--- src/rtl/spi_fc_pkg.sv ---
package spi_fc_pkg;
  localparam int FRAME_BITS = 32;
  localparam int ADDR_W     = 6;
  localparam int DATA_W     = 24;
  localparam int STAT_W     = 8;
  localparam int CNT_W      = $clog2(FRAME_BITS + 2);

  typedef struct packed {
    logic              rw;
    logic [ADDR_W-1:0] addr;
    logic [DATA_W-1:0] data;
    logic              par;
  } frame_t;

  typedef enum logic [1:0] {
    VERD_NONE = 2'd0,
    VERD_OK   = 2'd1,
    VERD_LEN  = 2'd2,
    VERD_PAR  = 2'd3
  } verdict_e;
endpackage

--- src/rtl/spi_fc_check.sv ---
module spi_fc_check
  import spi_fc_pkg::*;
#(
  parameter int NBITS = FRAME_BITS,
  parameter int CW    = CNT_W
) (
  input  logic              clk,
  input  logic              rst_n,
  input  logic              close,
  input  logic [NBITS-1:0]  word,
  input  logic [CW-1:0]     bit_cnt,
  output logic              frame_ok,
  output logic              read_ok,
  output logic              len_err,
  output logic              par_err,
  output logic              frame_rw,
  output logic [ADDR_W-1:0] frame_addr,
  output logic [DATA_W-1:0] frame_data
);
  frame_t   fr;
  verdict_e verd;
  logic     fld_en;

  assign fr = frame_t'(word);

  always_comb begin
    verd = VERD_NONE;
    if (close && bit_cnt != '0) begin
      if (bit_cnt != CW'(NBITS)) verd = VERD_LEN;
      else if (!(^word))         verd = VERD_PAR;
      else                       verd = VERD_OK;
    end
    fld_en = (verd == VERD_OK);
  end

  always_ff @(posedge clk or negedge rst_n) begin
    if (!rst_n) begin
      frame_ok <= 1'b0;
      read_ok  <= 1'b0;
      len_err  <= 1'b0;
      par_err  <= 1'b0;
    end else begin
      frame_ok <= (verd == VERD_OK);
      read_ok  <= (verd == VERD_OK) && !fr.rw;
      len_err  <= (verd == VERD_LEN);
      par_err  <= (verd == VERD_PAR);
    end
  end

  always_ff @(posedge clk or negedge rst_n) begin
    if (!rst_n) begin
      frame_rw   <= 1'b0;
      frame_addr <= '0;
      frame_data <= '0;
    end else if (fld_en) begin
      frame_rw   <= fr.rw;
      frame_addr <= fr.addr;
      frame_data <= fr.data;
    end
  end
endmodule

--- config.mk ---
export PLATFORM = sky130hd
export DESIGN_NAME = spi_fc_check
export DESIGN_NICKNAME = d
export VERILOG_FILES = /design/src/rtl/spi_fc_pkg.sv /design/src/rtl/spi_fc_check.sv
export SDC_FILE = /design/constraint.sdc
export NUM_CORES = 1
export LEC_CHECK = 0
export BUFFER_PORTS_ARGS = -buffer_cell sky130_fd_sc_hd__buf_4
export CAP_MARGIN = 20
export CORE_MARGIN = 4
export CORE_UTILIZATION = 48
export CTS_BUF_LIST = sky130_fd_sc_hd__clkbuf_8
export CTS_CLUSTER_DIAMETER = 40
export CTS_CLUSTER_SIZE = 30
export DETAILED_ROUTE_END_ITERATION = 8
export GPL_TIMING_DRIVEN = 0
export PLACE_DENSITY = 0.85
export SLEW_MARGIN = 25
export SYNTH_ARGS = -nofsm -noshare
export SYNTH_HDL_FRONTEND = slang
export SYNTH_SLANG_ARGS = --single-unit
--- constraint.sdc ---
create_clock -name clk -period 0.9 [get_ports clk]
set_input_delay 0.135 -clock clk [delete_from_list [all_inputs] [get_ports clk]]
set_output_delay 0.135 -clock clk [all_outputs]
set_load 0.02 [all_outputs]
==> impl_metrics.yaml, run 1 <==
min_path:
  hold_class: "in -> reg"
  min_path_cells: 2
  min_to: "frame_addr[2]"
  hold_start: "word[27]"
drt:
  avgRoutedWirePerCell_um: 23.92
  detailroute.via_count: 1373
  drc_errors: 0
  ant_nets: 0
  firstDrtPassIters: 4
  via_per_inst: 5.104
  wl_um: 6435
  drt_first_iter_violations: 108
setup_path:
  timing.rr.start: "frame_data[19]"
  end_kind: "flop"
  r2r_cells: 2
  r2r_end: "frame_data[19]"
  path_max_fanout: 8
  start_kind: "input port"
  crit_required_ps: 1070
  crit_type: "in -> reg"
  r2r_slack_ps: -50
  cp.arrival_ps: 2070
placed_design:
  finalWeightedCongestion: 0.6323
  io_buffers: 75
  hpwl_um: 2792
  dp.cells: 230
synthesis:
  avgSynthCellArea_um2: 15.71
  synthesis.nets: 150
  ys_seq_area_share_pct: 51.13
  synth_area_leaders: "dfrtp_1 51%, mux2_4 25%, xnor2_1 14%"
  ys_types: 13
  ys_warn_count: 0
  synth_area_um2: 1713
  synth_area_leader_cell: "dfrtp_1"
  synth_top_area_share_pct: 51.13
  synth_seq_cells: 35
  syn_inst: 109
grt:
  antenna_found_initial: 0
  grt_max_degree: 36
  grt_pass1_wl_um: 7534
  grt_use_total_pct: 23.19
  grt_remaining_overflow: 0
  grt_pass1_vias: 1512
cells_and_area:
  finish.utilization_pct: 92.32
  finalNonFillerCells: 269
  area_growth_pct: 82.69
  nFillCells: 108
  drive_above_1_share_pct: 75.34
  nNetsFinal: 263
  n_antenna_cell: 0
sta:
  worst_slew_pin_slew_ps: 460.9
  worst_slack_ps: -991.9
  hold_viol: 0
  rsz0062_at_grt: "true"
  max_freq_ghz: 0.5286
  setup_viol: 69
  period_share_pct: 210.2
  hold_slack_ps: 77.21
  slew_headroom_pct: 69.28
  tns_ps: -34080
  fin_worst_skew_ps: 0
  maxSlewViolCount: 0
  min_period_ps: 1892
floorplanning:
  die_area_um2: 4588
  die_y_um: 67.74
  initial_core_util_pct: 50.54
  core-area_um2: 3390
  die_w_um: 67.74
  floorplan.io_pins: 76
  core.rowCount: 21
power:
  power_w: 0.008022
  vdd_drop_max_mv: 1.713
  cellPowerDensity_nw_per_um2: 2564
  power_leakage_nw: 1.679
status:
  status: "complete, but fails checks"
  violations: "setup timing"
clocking:
  cts_sinks: 35
  htreeDepth: 2
  clock_path_buffers: 2
  cts_tree: "built"
  path_clk_slew_ps: 80
  clkLatencyLatePin_ps: 300
  cts-root-buf: "clkbuf_8"
  cts_buffers: 5
run:
  maxCapViolations: 0
[how the worst max path moves through the flow]
stage	endpoint	cells after the start	slack, ps	startpoint
finish	frame_data[20]	10	-990	word[6]
global route	frame_data[20]	10	-1000	word[6]
CTS	frame_data[19]	10	-730	word[31]
detailed placement	frame_data[0]	10	-1060	word[1]
global placement	frame_data[15]	10	-1030	word[26]
floorplan	frame_addr[0]	7	-790	bit_cnt[0]
[kinds of logic after synthesis]
logic type | synth area share [%]
flops | 51.13
xor+xnor | 15.85
mux | 26.52
simple gates | 2.119
buf+inv | 4.383
[power by group]
| group | leakage, nW | switching, W | internal, W |
|---|---|---|---|
| clock network | 0.0505 | 0.000585 | 0.000521 |
| logic | 1.15 | 0.00179 | 0.00258 |
| registers | 0.476 | 0.000464 | 0.00209 |
[layout by cell type, fill, tap and decap left out, types with 2 or more instances in the layout]
cell type	instances
buf_12	3
dfrtp_1	35
clkbuf_16	2
buf_4	46
buf_6	54
xnor2_1	9
buf_8	3
mux2_2	3
xnor2_2	15
mux2_4	28
xor2_1	2
xnor2_4	4
clkbuf_8	5
nor2_1	2
inv_1	2
[synthesized netlist by cell type, drive strengths merged]
cell type,number
nor2b,1
or4,1
nand2b,1
dfrtp,35
buf,4
mux2,31
nand3,1
nor2,3
xnor2,28
xor2,3
inv,1
[repair_timing]
| action | in CTS | in global routing |
|---|---|---|
| hold buffers | 1 | 0 |
| gates resized for setup | 65 | 22 |
| setup buffers | 23 | 4 |
| pin swaps | 4 | 10 |
| hold endpoints to repair | 35 | 0 |
| cloned | 1 | 2 |
| setup endpoints to repair | 69 | 69 |
[critical path: stages]
cell	delay, ps
buf_4	120
xnor2_1	240
xnor2_1	170
xnor2_1	140
xnor2_1	300
xnor2_1	200
nand2b_1	100
buf_6	180
clkbuf_16	170
mux2_4	300
[layer usage]
layer  up-vias  GRT usage, %  routed length [µm]  part of all wire, %
met5         -             0                   0                    0
met4         0         7.595                 181                  2.8
met3        16         7.321                 457                  7.1
met2        69         43.26                3436                   53
met1       706         24.31                2360                   37
li1        582             -                   -                    -
[per-stage QoR]
| stage | cell area (µm²) | setup WS [ps] |
|---|---|---|
| 6_report | 3129 | -991.9 |
| 5_1_grt | 3129 | -1003 |
| 4_1_cts | 2903 | -726.5 |
| 3_5_place_dp | 2333 | -1058 |
| 3_3_place_gp | 2333 | -1033 |
| 2_1_floorplan | 1713 | -794.3 |
[layout make-up]
class                   instances  area, µm²  area share (%)
plain buffers                   4      71.32           2.279
clock buffers                   5      68.82           2.199
clock inverters                 3      12.51          0.3998
inverters                       1      3.754          0.1200
multi-input cells              69      964.7           30.83
flip-flops and latches         35      875.8           27.99
well taps                      46      57.56           1.839
repair buffers                106       1075           34.35
[state kept, by name (all words and copies together) (netlist names)]
signal      flops
read_ok         1
par_err         1
len_err         1
frame_addr      6
frame_rw        1
frame_ok        1
frame_data     24
No activity file was read; power rests on OpenSTA's default activity.
==> inputs of run 2 (changes only) <==
CORE_UTILIZATION = 44   (was 48)
PLACE_DENSITY = 0.82   (was 0.85)
clock period = 1.71 ns   (was 0.9 ns; I/O delays follow)
==> impl_metrics.yaml, run 2 (synthesis gave the netlist of run 1 again) <==
setup_path:
  timing.rr.start: "frame_data[14]"
  path_max_fanout: 10
  r2r_slack_ps: 930
  cp.arrival_ps: 2010
  r2r_cells: 1
  crit_required_ps: 1880
  end_kind: "flop"
  r2r_end: "frame_data[14]"
  start_kind: "input port"
  crit_type: "in -> reg"
cells_and_area:
  finish.utilization_pct: 73.06
  multiInputGateArea_um2: 870.8
  layout_common_cells: "68 x buf_4, 35 x dfrtp_1, 29 x mux2_4, 16 x xnor2_1, 14 x buf_6"
  area_growth_pct: 58.51
  largest_reg_flops: 24
  final_area_um2: 2715
  nFillCells: 235
  nNetsFinal: 243
  drive_above_1_share_pct: 68.97
  regArea_um2: 875.8
  layout_commonest_cell: "buf_4"
  finalNonFillerCells: 251
  n_antenna_cell: 0
  largest-register: "frame_data"
  reg.largest.list: "frame_data: 24 flops, frame_addr: 6 flops"
sta:
  hold_viol: 0
  period_share_pct: 107.7
  tns_ps: -3681
  worst_slack_ps: -131.9
  fin_worst_skew_ps: 0
  setup_viol: 31
  min_period_ps: 1842
  max_freq_ghz: 0.5429
  worst_slew_pin_slew_ps: 439.0
  maxSlewViolCount: 0
  slew_headroom_pct: 70.74
  rsz0062_at_grt: "true"
placed_design:
  hpwl_um: 2702
  place_ws_ps: -403.8
  finalWeightedCongestion: 0.7252
  dpl_cell_area_um2: 2336
  dp.cells: 232
  io_buffers: 75
drt:
  firstDrtPassIters: 3
  drc_errors: 0
  avgRoutedWirePerCell_um: 15.62
  via_per_inst: 4.586
  wl_um: 3920
  detailroute.via_count: 1151
  ant_nets: 0
  drt_first_iter_violations: 11
clocking:
  htreeDepth: 2
  cts_sinks: 35
  cts_tree: "built"
  cts-root-buf: "clkbuf_8"
  cts_buffers: 5
  path_clk_slew_ps: 70
  clkLatencyLatePin_ps: 280
  clock_path_buffers: 2
run:
  maxCapViolations: 0
floorplanning:
  die_w_um: 70.40
  core-area_um2: 3716
  die_area_um2: 4955
  die_y_um: 70.40
  initial_core_util_pct: 46.09
  core.rowCount: 22
  floorplan.io_pins: 76
grt:
  grt_use_total_pct: 16.59
  antenna_found_initial: 0
  grt_remaining_overflow: 0
  grt_pass1_vias: 1278
  grt_max_degree: 36
  grt_pass1_wl_um: 6375
power:
  vdd_drop_max_mv: 0.7078
  power_leakage_nw: 1.486
  cellPowerDensity_nw_per_um2: 1351
min_path:
  hold_class: "in -> reg"
  min_to: "read_ok"
  hold_start: "word[31]"
  min_path_cells: 2
status:
  status: "complete, but fails checks"
  violations: "setup timing"
==> run 2: worst max-delay path by stage <==
stage / start / endpoint / slack (ps) / cells after the start
global route: bit_cnt[0] / frame_data[4] / -200 / 8
global placement: word[23] / frame_data[18] / -350 / 10
floorplan: bit_cnt[0] / frame_addr[0] / -110 / 7
finish: bit_cnt[0] / frame_data[8] / -130 / 8
detailed placement: word[12] / frame_data[1] / -400 / 10
CTS: word[19] / frame_data[4] / -30 / 10
==> run 2: layout make-up <==
| type | instances | area share [%] |
|---|---|---|
| Multi-Input combinational cell | 69 | 32.07 |
| Clock inverter | 3 | 0.4608 |
| Inverter | 1 | 0.1382 |
| Buffer | 4 | 2.627 |
| Timing Repair Buffer | 86 | 27.70 |
| Clock buffer | 5 | 2.535 |
| Tap cell | 48 | 2.212 |
| Sequential cell | 35 | 32.26 |
==> run 2: metrics by stage <==
| stage | hold slack, ps | power (W) |
|---|---|---|
| 2_1_floorplan | -39.09 | 0.002154 |
| 3_3_place_gp | 225.6 | 0.002754 |
| 3_5_place_dp | 237.7 | 0.002789 |
| 4_1_cts | 139.1 | 0.003751 |
| 5_1_grt | 122.0 | 0.003877 |
| 6_report | 145.2 | 0.003668 |
==> run 2: power by group <==
group / total, W / switching [W] / internal (W)
clock: 0.000556 / 0.000283 / 0.000274
combinational: 0.00185 / 0.000765 / 0.00109
sequential: 0.00126 / 0.000160 / 0.00110
total: 0.00367 / 0.00121 / 0.00246
==> run 2: critical path: stages <==
cell and delay [ps]:
buf_4 100, or4_1 510, nor2_1 150, nand3_1 170, nand2b_1 200, buf_6 170, buf_12 160, mux2_4 290
==> run 2: per-layer routing <==
layer / up-vias / share of wire (%) / GRT usage [%]
li1: 546 / - / -
met1: 562 / 39 / 19.67
met2: 40 / 54 / 29.31
met3: 3 / 6.3 / 5.324
met4: 0 / 0.59 / 3.191
met5: - / 0 / 0
==> run 2: repair_timing <==
item	in CTS	in global routing
gates cloned	2	0
hold endpoints to repair	35	0
setup endpoints to repair	28	32
setup buffers	9	3
gates resized for setup	31	4
pin swaps	21	4
hold buffers	1	0
